$ cat config.mk
export PLATFORM = sky130hd
export DESIGN_NAME = core_timer_swint
export DESIGN_NICKNAME = d
export VERILOG_FILES = /design/src/rtl/ctsi_pkg.sv /design/src/rtl/ctsi_tick_gen.sv /design/src/rtl/ctsi_decode.sv /design/src/rtl/ctsi_hart_slot.sv /design/src/rtl/core_timer_swint.sv
export SDC_FILE = /design/constraint.sdc
export NUM_CORES = 1
export LEC_CHECK = 0
export ABC_AREA = 0
export ABC_CLOCK_PERIOD_IN_PS = 17300
export BUFFER_PORTS_ARGS = -buffer_cell sky130_fd_sc_hd__buf_4
export CAP_MARGIN = 0
export CORE_MARGIN = 5
export CORE_UTILIZATION = 40
export CTS_CLUSTER_DIAMETER = 50
export DETAILED_ROUTE_END_ITERATION = 10
export GPL_TIMING_DRIVEN = 0
export HOLD_SLACK_MARGIN = 0.15
export SYNTH_ARGS = -nofsm -noshare
export SYNTH_HDL_FRONTEND = slang
export SYNTH_SLANG_ARGS = --single-unit
$ cat constraint.sdc
create_clock -name clk -period 17.3 [get_ports clk]
set_input_delay 0 -clock clk [delete_from_list [all_inputs] [get_ports clk]]
set_output_delay 0 -clock clk [all_outputs]
set_load 0.01 [all_outputs]
$ cat src/rtl/ctsi_pkg.sv
package ctsi_pkg;

  // Region origins; decode and software depend on these values.
  localparam logic [31:0] SWI_ORIGIN  = 32'h0000_0000;
  localparam logic [31:0] CMP_ORIGIN  = 32'h0000_4000;
  localparam logic [31:0] TIME_WORD0  = 32'h0000_BFF8;
  localparam logic [31:0] TIME_WORD1  = 32'h0000_BFFC;

  typedef enum logic [2:0] {
    TGT_NONE,
    TGT_SWI,
    TGT_CMP_LO,
    TGT_CMP_HI,
    TGT_TIME_LO,
    TGT_TIME_HI
  } target_e;

endpackage

$ cat src/rtl/ctsi_tick_gen.sv
module ctsi_tick_gen #(
  parameter int unsigned PRESCALE = 4
) (
  input  logic clk,
  input  logic rst_n,
  output logic tick
);

  generate
    if (PRESCALE <= 1) begin : g_every_clock
      logic unused_ok;
      assign unused_ok = clk ^ rst_n;
      assign tick = 1'b1;
    end else begin : g_divider
      localparam int unsigned CW = $clog2(PRESCALE);
      localparam logic [CW-1:0] LAST = CW'(PRESCALE - 1);

      logic [CW-1:0] cnt_q;
      logic [CW-1:0] cnt_d;

      always_comb begin
        if (cnt_q == LAST) cnt_d = '0;
        else               cnt_d = cnt_q + 1'b1;
      end

      assign tick = (cnt_q == LAST);

      always_ff @(posedge clk or negedge rst_n) begin
        if (!rst_n) cnt_q <= '0;
        else        cnt_q <= cnt_d;
      end
    end
  endgenerate

endmodule

$ cat src/rtl/ctsi_decode.sv
module ctsi_decode
  import ctsi_pkg::*;
#(
  parameter int unsigned NUM_HARTS = 4,
  parameter int unsigned ADDR_W    = 16,
  parameter int unsigned HIDX_W    = 2
) (
  input  logic [ADDR_W-1:0] addr,
  output target_e           tgt,
  output logic [HIDX_W-1:0] hart
);

  localparam logic [31:0] SWI_END = SWI_ORIGIN + 32'(4 * NUM_HARTS);
  localparam logic [31:0] CMP_END = CMP_ORIGIN + 32'(8 * NUM_HARTS);

  logic [31:0] a;
  logic [31:0] rel_swi;
  logic [31:0] rel_cmp;

  assign a       = 32'(addr);
  assign rel_swi = (a - SWI_ORIGIN) >> 2;
  assign rel_cmp = (a - CMP_ORIGIN) >> 3;

  always_comb begin
    tgt  = TGT_NONE;
    hart = '0;
    if (a[1:0] == 2'b00) begin
      if (a < SWI_END) begin
        tgt  = TGT_SWI;
        hart = HIDX_W'(rel_swi);
      end else if ((a >= CMP_ORIGIN) && (a < CMP_END)) begin
        tgt  = a[2] ? TGT_CMP_HI : TGT_CMP_LO;
        hart = HIDX_W'(rel_cmp);
      end else if (a == TIME_WORD0) begin
        tgt = TGT_TIME_LO;
      end else if (a == TIME_WORD1) begin
        tgt = TGT_TIME_HI;
      end
    end
  end

endmodule

$ cat src/rtl/ctsi_hart_slot.sv
module ctsi_hart_slot (
  input  logic        clk,
  input  logic        rst_n,
  input  logic [63:0] now,
  input  logic        wr_swi,
  input  logic        wr_lo,
  input  logic        wr_hi,
  input  logic [31:0] wdata,
  output logic [63:0] cmp_q,
  output logic        swi_q,
  output logic        tirq_q
);

  logic [63:0] cmp_d;
  logic        cmp_en;
  logic        swi_d;
  logic        tirq_d;

  always_comb begin
    cmp_d = cmp_q;
    if (wr_lo) cmp_d[31:0]  = wdata;
    if (wr_hi) cmp_d[63:32] = wdata;
    cmp_en = wr_lo | wr_hi;
    swi_d  = wdata[0];
    tirq_d = (cmp_q <= now);
  end

  always_ff @(posedge clk or negedge rst_n) begin
    if (!rst_n) begin
      cmp_q  <= '0;
      swi_q  <= 1'b0;
      tirq_q <= 1'b1;
    end else begin
      if (cmp_en) cmp_q <= cmp_d;
      if (wr_swi) swi_q <= swi_d;
      tirq_q <= tirq_d;
    end
  end

endmodule

$ cat src/rtl/core_timer_swint.sv
module core_timer_swint
  import ctsi_pkg::*;
#(
  parameter int unsigned NUM_HARTS = 4,
  parameter int unsigned PRESCALE  = 4,
  parameter int unsigned ADDR_W    = 16
) (
  input  logic                 clk,
  input  logic                 rst_n,
  input  logic                 bus_sel,
  input  logic                 bus_we,
  input  logic [ADDR_W-1:0]    bus_addr,
  input  logic [31:0]          bus_wdata,
  output logic [31:0]          bus_rdata,
  output logic [NUM_HARTS-1:0] timer_irq,
  output logic [NUM_HARTS-1:0] soft_irq
);

  localparam int unsigned HIDX_W = (NUM_HARTS > 1) ? $clog2(NUM_HARTS) : 1;

  // Reset: asynchronous assertion, synchronous release.
  logic [1:0] rst_sync_q;
  logic       rst_core_n;

  always_ff @(posedge clk or negedge rst_n) begin
    if (!rst_n) rst_sync_q <= 2'b00;
    else        rst_sync_q <= {rst_sync_q[0], 1'b1};
  end
  assign rst_core_n = rst_sync_q[1];

  // Shared timebase.
  logic        tick;
  logic [63:0] time_q;
  logic [63:0] time_d;

  ctsi_tick_gen #(.PRESCALE(PRESCALE)) u_tick (
    .clk   (clk),
    .rst_n (rst_core_n),
    .tick  (tick)
  );

  assign time_d = time_q + 64'd1;

  always_ff @(posedge clk or negedge rst_core_n) begin
    if (!rst_core_n) time_q <= '0;
    else if (tick)   time_q <= time_d;
  end

  // Address decode.
  target_e           tgt;
  logic [HIDX_W-1:0] hart;
  logic              wr_req;
  logic              rd_req;

  ctsi_decode #(
    .NUM_HARTS (NUM_HARTS),
    .ADDR_W    (ADDR_W),
    .HIDX_W    (HIDX_W)
  ) u_dec (
    .addr (bus_addr),
    .tgt  (tgt),
    .hart (hart)
  );

  assign wr_req = bus_sel & bus_we;
  assign rd_req = bus_sel & ~bus_we;

  // Per-hart state.
  logic [63:0]             cmp_arr [NUM_HARTS];
  logic [64*NUM_HARTS-1:0] cmp_flat;

  generate
    for (genvar h = 0; h < NUM_HARTS; h++) begin : g_hart
      logic sel_me;
      assign sel_me = (hart == HIDX_W'(h));

      ctsi_hart_slot u_slot (
        .clk    (clk),
        .rst_n  (rst_core_n),
        .now    (time_q),
        .wr_swi (wr_req & sel_me & (tgt == TGT_SWI)),
        .wr_lo  (wr_req & sel_me & (tgt == TGT_CMP_LO)),
        .wr_hi  (wr_req & sel_me & (tgt == TGT_CMP_HI)),
        .wdata  (bus_wdata),
        .cmp_q  (cmp_arr[h]),
        .swi_q  (soft_irq[h]),
        .tirq_q (timer_irq[h])
      );

      assign cmp_flat[64*h +: 64] = cmp_arr[h];
    end
  endgenerate

  // Read path.
  logic [31:0] rd_d;
  logic [31:0] rd_q;

  always_comb begin
    rd_d = '0;
    if (rd_req) begin
      case (tgt)
        TGT_SWI:     rd_d = {31'd0, soft_irq[hart]};
        TGT_CMP_LO:  rd_d = cmp_arr[hart][31:0];
        TGT_CMP_HI:  rd_d = cmp_arr[hart][63:32];
        TGT_TIME_LO: rd_d = time_q[31:0];
        TGT_TIME_HI: rd_d = time_q[63:32];
        default:     rd_d = '0;
      endcase
    end
  end

  always_ff @(posedge clk or negedge rst_core_n) begin
    if (!rst_core_n) rd_q <= '0;
    else             rd_q <= rd_d;
  end

  assign bus_rdata = rd_q;

endmodule

==> metrics.md <==
| Metric | Value |
|---|---|
| Post-Place Cells | `~2.8k` |
| Crit share post-route | `~22%` |
| Worst setup endpoint | `g_hart[3].u_slot.tirq_q` |
| Synth async-reset ratio | `100%` |
| Post-synthesis cell area | `approximately 0.022 mm²` |
| Floorplan row count | `85` |
| Maximum Capacitance Violations | `0` |
| Number of enable flip-flop cells after synthesis | `0` |
| Die area | `between 0.05 and 0.06 mm²` |
| DRT Pass-1 Iters | `7` |
| Gr ovfl total | `0` |
| Final Hold Fails | `0` |
| First-pass GRT wire length | `about 110,000 µm` |
| Ports | `92` |
| #FFs+latches synth | `~360` |
| FF-to-FF setup slack | `13.55 ns` |
| Yosys warns | `0` |
| CTS tree | `done` |
| Worst setup startpoint | `time_q[50]` |
| Starting Density | `around 40%` |
| Worst-Skew Late Latency | `about 0.60 ns` |
| Clock buffer depth | `3` |
| # diodes | `0` |
| GRT Util Overall | `between 20% and 30%` |
| GP Congestion | `between 0.9 and 1` |
| Total routed wirelength | `72,100 µm` |
| Ys flop type | `dfrtp_1` |
| Distinct cells, synth | `between 70 and 80` |
| Final instance area | `approximately 0.025 mm²` |
| Met2 usage | `between 30% and 40%` |
| RSZ-0062 raised after global routing | `false` |
| Largest net degree at the start of global routing | `just over 70` |
| Power, Total | `1.96 mW` |
| Clk_skew | `~0.022 ns` |
| CTS buffer count | `46` |
| R2R cell count | `8` |
| Final core utilization | `a little under half` |
| TNS Setup | `0 ns` |
| Worst Setup Path Type | `register to register` |
| Worst-Margin Slew | `between 1 and 1.5 ns` |
| Busiest layer in global routing | `met2` |
| Worst-path clk slew | `0.06 ns` |
| CTS Sinks | `roughly 360` |
| Register area share after synthesis | `between 40% and 50%` |
| Max transition margin | `between 10% and 20%` |
| Worst R2R End | `g_hart[3].u_slot.tirq_q` |
| Cts repair resizes | `0` |
| Initial antenna violation count | `3` |
| Final slew viol count | `0` |
| Pleak | `~12 nW` |
| Crit path capture type | `register` |
| M1 GR Usage | `between 30% and 40%` |
| Avg WL per Cell | `~25 µm` |
| Drt drc | `0` |
| CP arrival | `approximately 4.2 ns` |
| Gate Count Post-Synth | `1,973` |
| Status | `complete, no violations` |
| Setup Viol. Count Final | `0` |
| Startpoint types | `register` |
| Initial drt markers | `between 1.5k and 2k` |
| Fillcell total | `4,955` |
| Met3 GRT Util | `about 5.5%` |
| Postcts setup bufs | `0` |
| Final HPWL DP | `about 57,000 µm` |
| PD cells | `just under 80 mW/mm²` |
| Synthesized area per cell | `between 10 and 15 µm²` |
| Core region area | `0.0538 mm²` |
| Port bufs | `89` |
| Post-synthesis net count | `between 2k and 2.5k` |
| Max Fanout on Critical Path | `7` |
| Commonest non-fill, non-tap cell in the layout | `dfrtp_1` |
| CTS Root Cell | `clkbuf_16` |
| Via count | `around 17k` |
| Nets | `2,465` |
| CP required | `17.74 ns` |
| H-tree levels | `2` |
| Max Fclk | `approximately 270 MHz` |
| Vias/cell | `roughly 6.0` |
| Vias in the first global route | `roughly 18k` |
| Commonest non-fill, non-tap cells in the layout | `dfrtp_1, ha_1, mux2_2` |
| Worst r2r src | `time_q[50]` |
| Antenna Violating Nets Remaining | `0` |
| Tmin final | `~3.8 ns` |
| Worst vdd ir | `approximately 0.000066 V` |
| Hold Path Class | `input port to register` |
| Area Overhead vs Synth | `17.1%` |
| Share of layout cells above drive strength 1 | `between 20% and 30%` |
| Placed cell areas | `between 0.02 and 0.025 mm²` |
| Hold buffers post-CTS | `39` |
| Non-filler cells, final | `a little under 3k` |
| Die Y | `243 µm` |
| Die X | `~240 µm` |
[Yosys cell counts (22+ instances only)]
cell type	number	area share (%)
a221oi_1	24	0.97
buf_2	25	0.58
nor2_1	120	2.1
ha_1	258	15
nand3_1	45	1.0
nand2_1	79	1.4
inv_1	69	1.2
a21oi_1	144	3.3
mux2_2	242	13
nand4_1	70	2.0
nor3_1	38	0.88
clkbuf_1	38	0.66
o21ai_0	57	1.3
xnor2_1	62	2.5
a22oi_1	49	1.7
a211oi_1	22	0.76
dfrtp_1	360	41
buf_4	24	0.83
[state kept, by name, summed over array words and instances, names as in the netlist]
signal                  count
g_hart.u_slot.tirq_q        4
g_hart.u_slot.swi_q         4
g_hart.u_slot.cmp_q       256
time_q                     64
u_tick.g_divider.cnt_q      2
rst_sync_q                  2
bus_rdata                  32
[worst max-delay path: stages, from the launching register on]
cell and delay [ns]:
dfrtp_1 0.46, inv_1 0.22, ha_1 0.36, nand4_1 0.11
nor4_1 0.67, nand2_1 0.26, nor4_1 1.05, nand4_1 0.21
o21ai_0 0.25
[where the power goes]
group / total (mW) / switching, mW / internal (mW) / leakage (nW)
clock network: 1.05 / 0.400 / 0.646 / 0.793
logic: 0.0557 / 0.0370 / 0.0187 / 6.13
registers: 0.855 / 0.00292 / 0.852 / 5.06
[cell type report]
class	count	area, µm²	area share (%)
Multi-Input combinational cell	1448	11900	46.7
Sequential cell	364	9120	35.9
Clock buffer	58	1240	4.86
Timing Repair Buffer	134	1190	4.69
Tap cell	696	871	3.42
Buffer	91	464	1.83
Clock inverter	26	412	1.62
Inverter	70	263	1.03
[per-layer routing]
| layer | wire length (µm) | vias to the layer above | share of wire, % |
|---|---|---|---|
| li1 | - | 7841 | - |
| met1 | 31100 | 8654 | 43 |
| met2 | 31800 | 642 | 44 |
| met3 | 5310 | 167 | 7.4 |
| met4 | 3940 | 2 | 5.5 |
| met5 | 20 | - | 0.028 |
[through the flow]
stage / hold WS, ns / setup slack, ns
2_1_floorplan: -0.296 / 6.41
3_3_place_gp: -0.216 / 2.16
3_5_place_dp: -0.214 / 13.56
4_1_cts: 0.152 / 13.53
5_1_grt: 0.182 / 13.52
6_report: 0.188 / 13.55
[worst min-delay path by stage]
stage | slack (ns) | startpoint | depth (start not counted) | to
6_report | 0.19 | bus_addr[3] | 4 | bus_rdata[31]
5_1_grt | 0.18 | bus_addr[3] | 4 | bus_rdata[31]
4_1_cts | 0.15 | bus_addr[3] | 4 | bus_rdata[31]
3_5_place_dp | -0.21 | rst_n | 1 | rst_sync_q[0]
3_3_place_gp | -0.22 | rst_n | 1 | rst_sync_q[0]
2_1_floorplan | -0.30 | rst_n | 0 | rst_sync_q[0]
[kinds of logic after synthesis]
group / Yosys count / synth area share (%)
AOI/OAI and AO/OA: 433 / 13.4
adders and majority gates: 258 / 14.9
DFF: 364 / 42.0
muxes: 260 / 13.5
other: 1 / 0.0173
buffers and inverters: 161 / 3.35
xor gates and xnor gates: 63 / 2.54
and+or+nand+nor: 433 / 10.3
Note: power is estimated with default switching activity, not from simulation.
